--- src/rtl/edo_seq_pkg.sv ---
package edo_seq_pkg;
    typedef enum logic [2:0] {
        ST_IDLE,
        ST_ROW_OPEN,
        ST_COL_SETUP,
        ST_CAS_ACT,
        ST_CAS_PRE,
        ST_PAGE_OPEN,
        ST_PRECHARGE
    } seq_state_t;
endpackage

--- src/rtl/edo_addr_split.sv ---
module edo_addr_split #(
    parameter int ROW_W = 10,
    parameter int COL_W = 10
) (
    input  logic [ROW_W+COL_W-1:0] addr,
    input  logic [ROW_W-1:0]       open_row,
    output logic [ROW_W-1:0]       row,
    output logic [COL_W-1:0]       col,
    output logic                   row_hit
);
    assign row     = addr[ROW_W+COL_W-1:COL_W];
    assign col     = addr[COL_W-1:0];
    assign row_hit = (row == open_row);
endmodule

--- src/rtl/edo_cycle_timer.sv ---
module edo_cycle_timer #(
    parameter int TW = 4
) (
    input  logic          clk,
    input  logic          rst_n,
    input  logic          load,
    input  logic [TW-1:0] load_val,
    output logic          done
);
    logic [TW-1:0] cnt;

    always_ff @(posedge clk) begin
        if (!rst_n)
            cnt <= '0;
        else if (load)
            cnt <= load_val;
        else if (cnt != '0)
            cnt <= cnt - 1'b1;
    end

    assign done = (cnt == '0);
endmodule

--- src/rtl/edo_ras_window.sv ---
module edo_ras_window #(
    parameter int T_RAS_MIN = 5,
    parameter int T_RAS_MAX = 40,
    parameter int PAGE_CYC  = 4,
    parameter int CW        = 16
) (
    input  logic clk,
    input  logic rst_n,
    input  logic ras_low,
    output logic min_met,
    output logic room
);
    localparam logic [CW-1:0] SAT = '1;
    logic [CW-1:0] cnt;

    always_ff @(posedge clk) begin
        if (!rst_n || !ras_low)
            cnt <= '0;
        else if (cnt != SAT)
            cnt <= cnt + 1'b1;
    end

    // closing now leaves RAS low for cnt+1 cycles
    assign min_met = (cnt + CW'(1)) >= CW'(T_RAS_MIN);
    // one more page cycle, then a close, must stay within the maximum
    assign room    = (cnt + CW'(PAGE_CYC + 2)) <= CW'(T_RAS_MAX);
endmodule

--- src/rtl/edo_page_seq.sv ---
module edo_page_seq
    import edo_seq_pkg::*;
#(
    parameter int ROW_W     = 10,
    parameter int COL_W     = 10,
    parameter int DATA_W    = 4,
    parameter int T_RCD     = 2,
    parameter int T_CAS     = 2,
    parameter int T_CP      = 1,
    parameter int T_RP      = 4,
    parameter int T_RAS_MIN = 6,
    parameter int T_RAS_MAX = 1000
) (
    input  logic                   clk,
    input  logic                   rst_n,
    input  logic                   req_valid,
    output logic                   req_ready,
    input  logic [ROW_W+COL_W-1:0] req_addr,
    input  logic                   req_we,
    input  logic [DATA_W-1:0]      req_wdata,
    output logic                   rd_valid,
    output logic [DATA_W-1:0]      rd_data,
    input  logic                   refresh_hold,
    output logic                   ras_n,
    output logic                   cas_n,
    output logic                   we_n,
    output logic                   oe_n,
    output logic [ROW_W-1:0]       dram_addr,
    output logic [DATA_W-1:0]      dq_out,
    output logic                   dq_oe,
    input  logic [DATA_W-1:0]      dq_in
);
    localparam int PAGE_CYC = 1 + T_CAS + T_CP;
    localparam int T_MAXV   = (T_RCD > T_CAS ? T_RCD : T_CAS) > (T_CP > T_RP ? T_CP : T_RP)
                              ? (T_RCD > T_CAS ? T_RCD : T_CAS) : (T_CP > T_RP ? T_CP : T_RP);
    localparam int TW       = $clog2(T_MAXV + 1) + 1;

    seq_state_t st, st_nx;
    logic [ROW_W-1:0]  row_q, req_row;
    logic [COL_W-1:0]  col_q, req_col;
    logic [DATA_W-1:0] wd_q;
    logic              we_q, row_hit, fire;
    logic              tmr_load, tmr_done;
    logic [TW-1:0]     tmr_val;
    logic              min_met, room, ras_low, acc_cyc;

    edo_addr_split #(.ROW_W(ROW_W), .COL_W(COL_W)) u_split (
        .addr(req_addr), .open_row(row_q),
        .row(req_row), .col(req_col), .row_hit(row_hit)
    );

    edo_cycle_timer #(.TW(TW)) u_timer (
        .clk(clk), .rst_n(rst_n), .load(tmr_load),
        .load_val(tmr_val), .done(tmr_done)
    );

    edo_ras_window #(.T_RAS_MIN(T_RAS_MIN), .T_RAS_MAX(T_RAS_MAX),
                     .PAGE_CYC(PAGE_CYC)) u_window (
        .clk(clk), .rst_n(rst_n), .ras_low(ras_low),
        .min_met(min_met), .room(room)
    );

    // ready depends on the offered row when a row is open
    always_comb begin
        req_ready = 1'b0;
        if (!refresh_hold) begin
            if (st == ST_IDLE)
                req_ready = 1'b1;
            else if (st == ST_PAGE_OPEN)
                req_ready = req_valid && row_hit && room;
        end
    end
    assign fire = req_valid && req_ready;

    always_comb begin
        st_nx    = st;
        tmr_load = 1'b0;
        tmr_val  = '0;
        unique case (st)
            ST_IDLE:
                if (fire) begin
                    st_nx = ST_ROW_OPEN; tmr_load = 1'b1; tmr_val = TW'(T_RCD - 1);
                end
            ST_ROW_OPEN:
                if (tmr_done) st_nx = ST_COL_SETUP;
            ST_COL_SETUP: begin
                st_nx = ST_CAS_ACT; tmr_load = 1'b1; tmr_val = TW'(T_CAS - 1);
            end
            ST_CAS_ACT:
                if (tmr_done) begin
                    st_nx = ST_CAS_PRE; tmr_load = 1'b1; tmr_val = TW'(T_CP - 1);
                end
            ST_CAS_PRE:
                if (tmr_done) st_nx = ST_PAGE_OPEN;
            ST_PAGE_OPEN:
                if (fire)
                    st_nx = ST_COL_SETUP;
                else if ((refresh_hold || !room || req_valid) && min_met) begin
                    st_nx = ST_PRECHARGE; tmr_load = 1'b1; tmr_val = TW'(T_RP - 1);
                end
            ST_PRECHARGE:
                if (tmr_done) st_nx = ST_IDLE;
            default: st_nx = ST_IDLE;
        endcase
    end

    always_ff @(posedge clk) begin
        if (!rst_n) begin
            st    <= ST_IDLE;
            row_q <= '0;
            col_q <= '0;
            wd_q  <= '0;
            we_q  <= 1'b0;
        end else begin
            st <= st_nx;
            if (fire) begin
                row_q <= req_row;
                col_q <= req_col;
                wd_q  <= req_wdata;
                we_q  <= req_we;
            end
        end
    end

    always_ff @(posedge clk) begin
        if (!rst_n) begin
            rd_valid <= 1'b0;
            rd_data  <= '0;
        end else begin
            rd_valid <= (st == ST_CAS_ACT) && tmr_done && !we_q;
            if ((st == ST_CAS_ACT) && tmr_done && !we_q)
                rd_data <= dq_in;
        end
    end

    // DRAM pin outputs decoded from the state register
    always_comb begin
        ras_low   = (st != ST_IDLE) && (st != ST_PRECHARGE);
        acc_cyc   = (st == ST_COL_SETUP) || (st == ST_CAS_ACT) || (st == ST_CAS_PRE);
        ras_n     = !ras_low;
        cas_n     = (st != ST_CAS_ACT);
        we_n      = !(acc_cyc && we_q);
        oe_n      = !(acc_cyc && !we_q);
        dq_oe     = acc_cyc && we_q;
        dq_out    = wd_q;
        dram_addr = (st == ST_ROW_OPEN) ? row_q : col_q;
    end
endmodule

--- config.mk ---
export PLATFORM = sky130hd
export DESIGN_NAME = edo_page_seq
export DESIGN_NICKNAME = d
export VERILOG_FILES = /design/src/rtl/edo_seq_pkg.sv /design/src/rtl/edo_addr_split.sv /design/src/rtl/edo_cycle_timer.sv /design/src/rtl/edo_ras_window.sv /design/src/rtl/edo_page_seq.sv
export SDC_FILE = /design/constraint.sdc
export NUM_CORES = 1
export LEC_CHECK = 0
export BUFFER_PORTS_ARGS = -buffer_cell sky130_fd_sc_hd__buf_2
export CORE_MARGIN = 1.5
export CORE_UTILIZATION = 48
export CTS_BUF_LIST = sky130_fd_sc_hd__clkbuf_4 sky130_fd_sc_hd__clkbuf_8
export DETAILED_ROUTE_END_ITERATION = 10
export GPL_ROUTABILITY_DRIVEN = 0
export PLACE_DENSITY = 0.7
export SLEW_MARGIN = 10
export SYNTH_ARGS = -nofsm -noshare
export SYNTH_HDL_FRONTEND = slang
export SYNTH_SLANG_ARGS = --single-unit
--- constraint.sdc ---
create_clock -name clk -period 6.3 [get_ports clk]
set_clock_uncertainty 0.05 [all_clocks]
set_input_delay 0.63 -clock clk [delete_from_list [all_inputs] [get_ports clk]]
set_output_delay 0.63 -clock clk [all_outputs]
set_load 0.01 [all_outputs]
==> results.tsv <==
stage	metric	value	unit
outcome	status	finished, final reports clean	
detailed_routing	via count	2572	
job	max-cap violations	0	
placement	Detailed Place HPWL	4779	µm
detailed_routing	Via density	5.484	
die	# IOs	58	
finish	layout cells sized above 1	0.2219	
cts	Post-CTS Setup Repair Bufs	0	
worst_setup_path	slowest cell on the critical path	dfxtp_1	
timing	TNS Setup	0	ps
yosys	Synth Register Bits	53	
timing	Final min period	3343	ps
worst_setup_path	Crit path arrival time	2660	ps
cts	Longest Clk Path Bufs	2	
yosys	async set-reset flop share out of synthesis	0	
pwr	maximum vdd drop	232.1	µV
cts	clock-pin slew on the worst setup and hold paths	110	ps
timing	setup violators final	0	
yosys	leading area contributor after synthesis	dfxtp_1	
finish	Ant. Diodes	0	
timing	max_slew headroom	0.2264	
worst_setup_path	Crit path buffers/inverters	1	
worst_setup_path	CP Max Fanout	12	
worst_hold_path	Hold WC Path Type	reg -> reg	
pwr	Leakage	0.001483	µW
timing	Worst Tran Pin Value	1158	ps
timing	Fin. Hold Viols	0	
cts	cts repair resizes	0	
cts	CTS root buf	clkbuf_8	
yosys	top-count cell post-synth	dfxtp_1	
cts	CTS tree	done	
yosys	commonest cells in the netlist	53 x dfxtp_1, 32 x mux2i_1, 32 x nor2b_1	
timing	period utilisation layout	0.5306	
yosys	post-synth cell types	54	
detailed_routing	drt wl/cell	13.85	µm
yosys	Main synth FF type	dfxtp_1	
yosys	share of the yosys chip area belonging to registers	0.3340	
detailed_routing	initial DRC count	111	
yosys	Yosys Warn Count	0	
pwr	Power Density	287.6	mW/mm²
worst_setup_path	crit-path cells	nand4_2 -> or3_1 -> o31ai_2 -> o21a_4 -> nand4_1 -> a21oi_1 -> buf_2	
die	Die W	84.36	µm
die	core footprint	0.006386	mm²
cts	worst skew pair latency	320	ps
timing	RSZ-0062 raised after global routing	no	
die	die height	84.36	µm
timing	Slew Viols, Final	0	
yosys	top-area cell type share of the netlist area	0.3340	
global_route	antenna violations before repair	0	
worst_setup_path	Crit. End Element	primary output	
worst_setup_path	crit path launch type	register	
worst_setup_path	Crit Path Category	reg -> out	
global_route	largest net degree at the start of global routing	41	
global_route	grt ovf	0	
die	# rows	29	
yosys	Syn Inst Count	353	
cts	TritonCTS Buffers	5	
global_route	first-pass GRT wire length	11180	µm
global_route	total track usage	0.1898	
yosys	syn nets	392	
die	Initial Utilization	0.4975	
detailed_routing	drt pass-1 iters	4	
worst_setup_path	CP Data Required Time	5620	ps
detailed_routing	DRT antenna net count	0	
die	Die ar.	0.007116	mm²
finish	Final nets	430	
timing	hold slack	470.4	ps
worst_setup_path	cell family with most CP delay	simple AND/OR/NAND/NOR gates	
yosys	top cells by area, synth	dfxtp_1 33%, mux2i_1 10%, xnor2_1 7.4%, nor2b_1 6.3%, mux2_2 3.5%	
yosys	Mapped Area	0.003177	mm²
detailed_routing	routed wire length	6495	µm
cts	# hold bufs at CTS	0	
yosys	syn avg cell area	8.999	µm²
global_route	vias in the first global route	2476	
cts	CTS H-Tree Depth	2	
finish	area grow syn2layout	10.32	%
worst_setup_path	Slowest Stage Delay on Critical Path	570	ps
timing	highest clock rate	299.2	MHz
placement	Port Buffers	57	
yosys	number of synthesized flops with an enable pin	0	
cts	Clock Sinks	53	
detailed_routing	drc violations	0	
-- layer usage --
metal | vias up | GRT usage | wire [µm]
met3 | 7 | 0.04720 | 278
met2 | 50 | 0.3120 | 2978
met5 | - | 0 | 0
li1 | 1315 | - | -
met1 | 1200 | 0.2503 | 3175
met4 | 0 | 0.04985 | 63
-- worst register-to-register path: cells and delay by family, from the launching register on --
family	cells	cell delay, ps
AND/OR/NAND/NOR	3	620
multiplexers	2	440
AO/OA/AOI/OAI	2	1140
buffers and inverters	1	110
flip-flops	1	480
adder cells (fa/ha/maj)	1	290
-- where the power goes --
group | internal [µW] | switching [µW]
clock | 80.5 | 121
sequential | 380 | 50.3
combinational | 174 | 202
-- stage by stage --
stage / util / cells / power (µW) / cell area [µm²] / setup WS [ps]
after global routing: 0.5488 / 469 / 1085 / 3505 / 2770
after floorplan: - / 353 / 720.4 / 3177 / 3700
after detailed placement: 0.5341 / 461 / 812.3 / 3411 / 3088
after global placement: 0.5341 / 461 / 806.3 / 3411 / 3167
final: 0.5488 / 469 / 1008 / 3505 / 2957
after CTS: 0.5488 / 469 / 1015 / 3505 / 2941
-- sequential cells by signal, summed over array words and instances (netlist names) --
name	flops
u_timer.cnt	4
row_q	10
u_window.cnt	16
st	3
dq_out	4
col_q	10
we_q	1
rd_valid	1
rd_data	4
-- layout make-up --
class	instances	area, µm²
fillers	597	2882
multi-input cells	264	1931
flip-flops and latches	53	1061
repair buffers	57	285.3
well taps	77	96.34
clock buffers	5	68.82
inverters	10	37.54
clock inverters	3	25.02
-- placed cells by master (no fill, tap or decap), types with 11 or more instances in the layout --
master / instances
nor2b_1: 32
nor3_1: 12
dfxtp_1: 53
mux2i_1: 32
buf_2: 57
nor2_1: 16
nand3_1: 11
nand2_1: 14
a21oi_1: 17
xnor2_1: 27
-- cells by family (layout without fill, tap and decap cells) --
| group | count (synthesis) | count (layout) | share of synthesized area |
|---|---|---|---|
| AND/OR/NAND/NOR | 129 | 129 | 0.2387 |
| AO/OA/AOI/OAI | 53 | 53 | 0.1154 |
| flip-flops | 53 | 53 | 0.3340 |
| multiplexers | 42 | 42 | 0.1363 |
| buffers and inverters | 36 | 75 | 0.05829 |
| XOR/XNOR | 34 | 34 | 0.09374 |
| adder cells (fa/ha/maj) | 6 | 6 | 0.02363 |
-- final timing paths --
check / from / end / slack (ps) / depth (start not counted)
worst max-delay path: u_window.cnt[3] / req_ready / 2960 / 7
worst min-delay path: rd_data[1] / rd_data[1] / 470 / 2
worst max register to register: u_window.cnt[1] / col_q[7] / 3070 / 9
worst min register to register: rd_data[1] / rd_data[1] / 470 / 2
No activity file was read; power rests on OpenSTA's default activity.
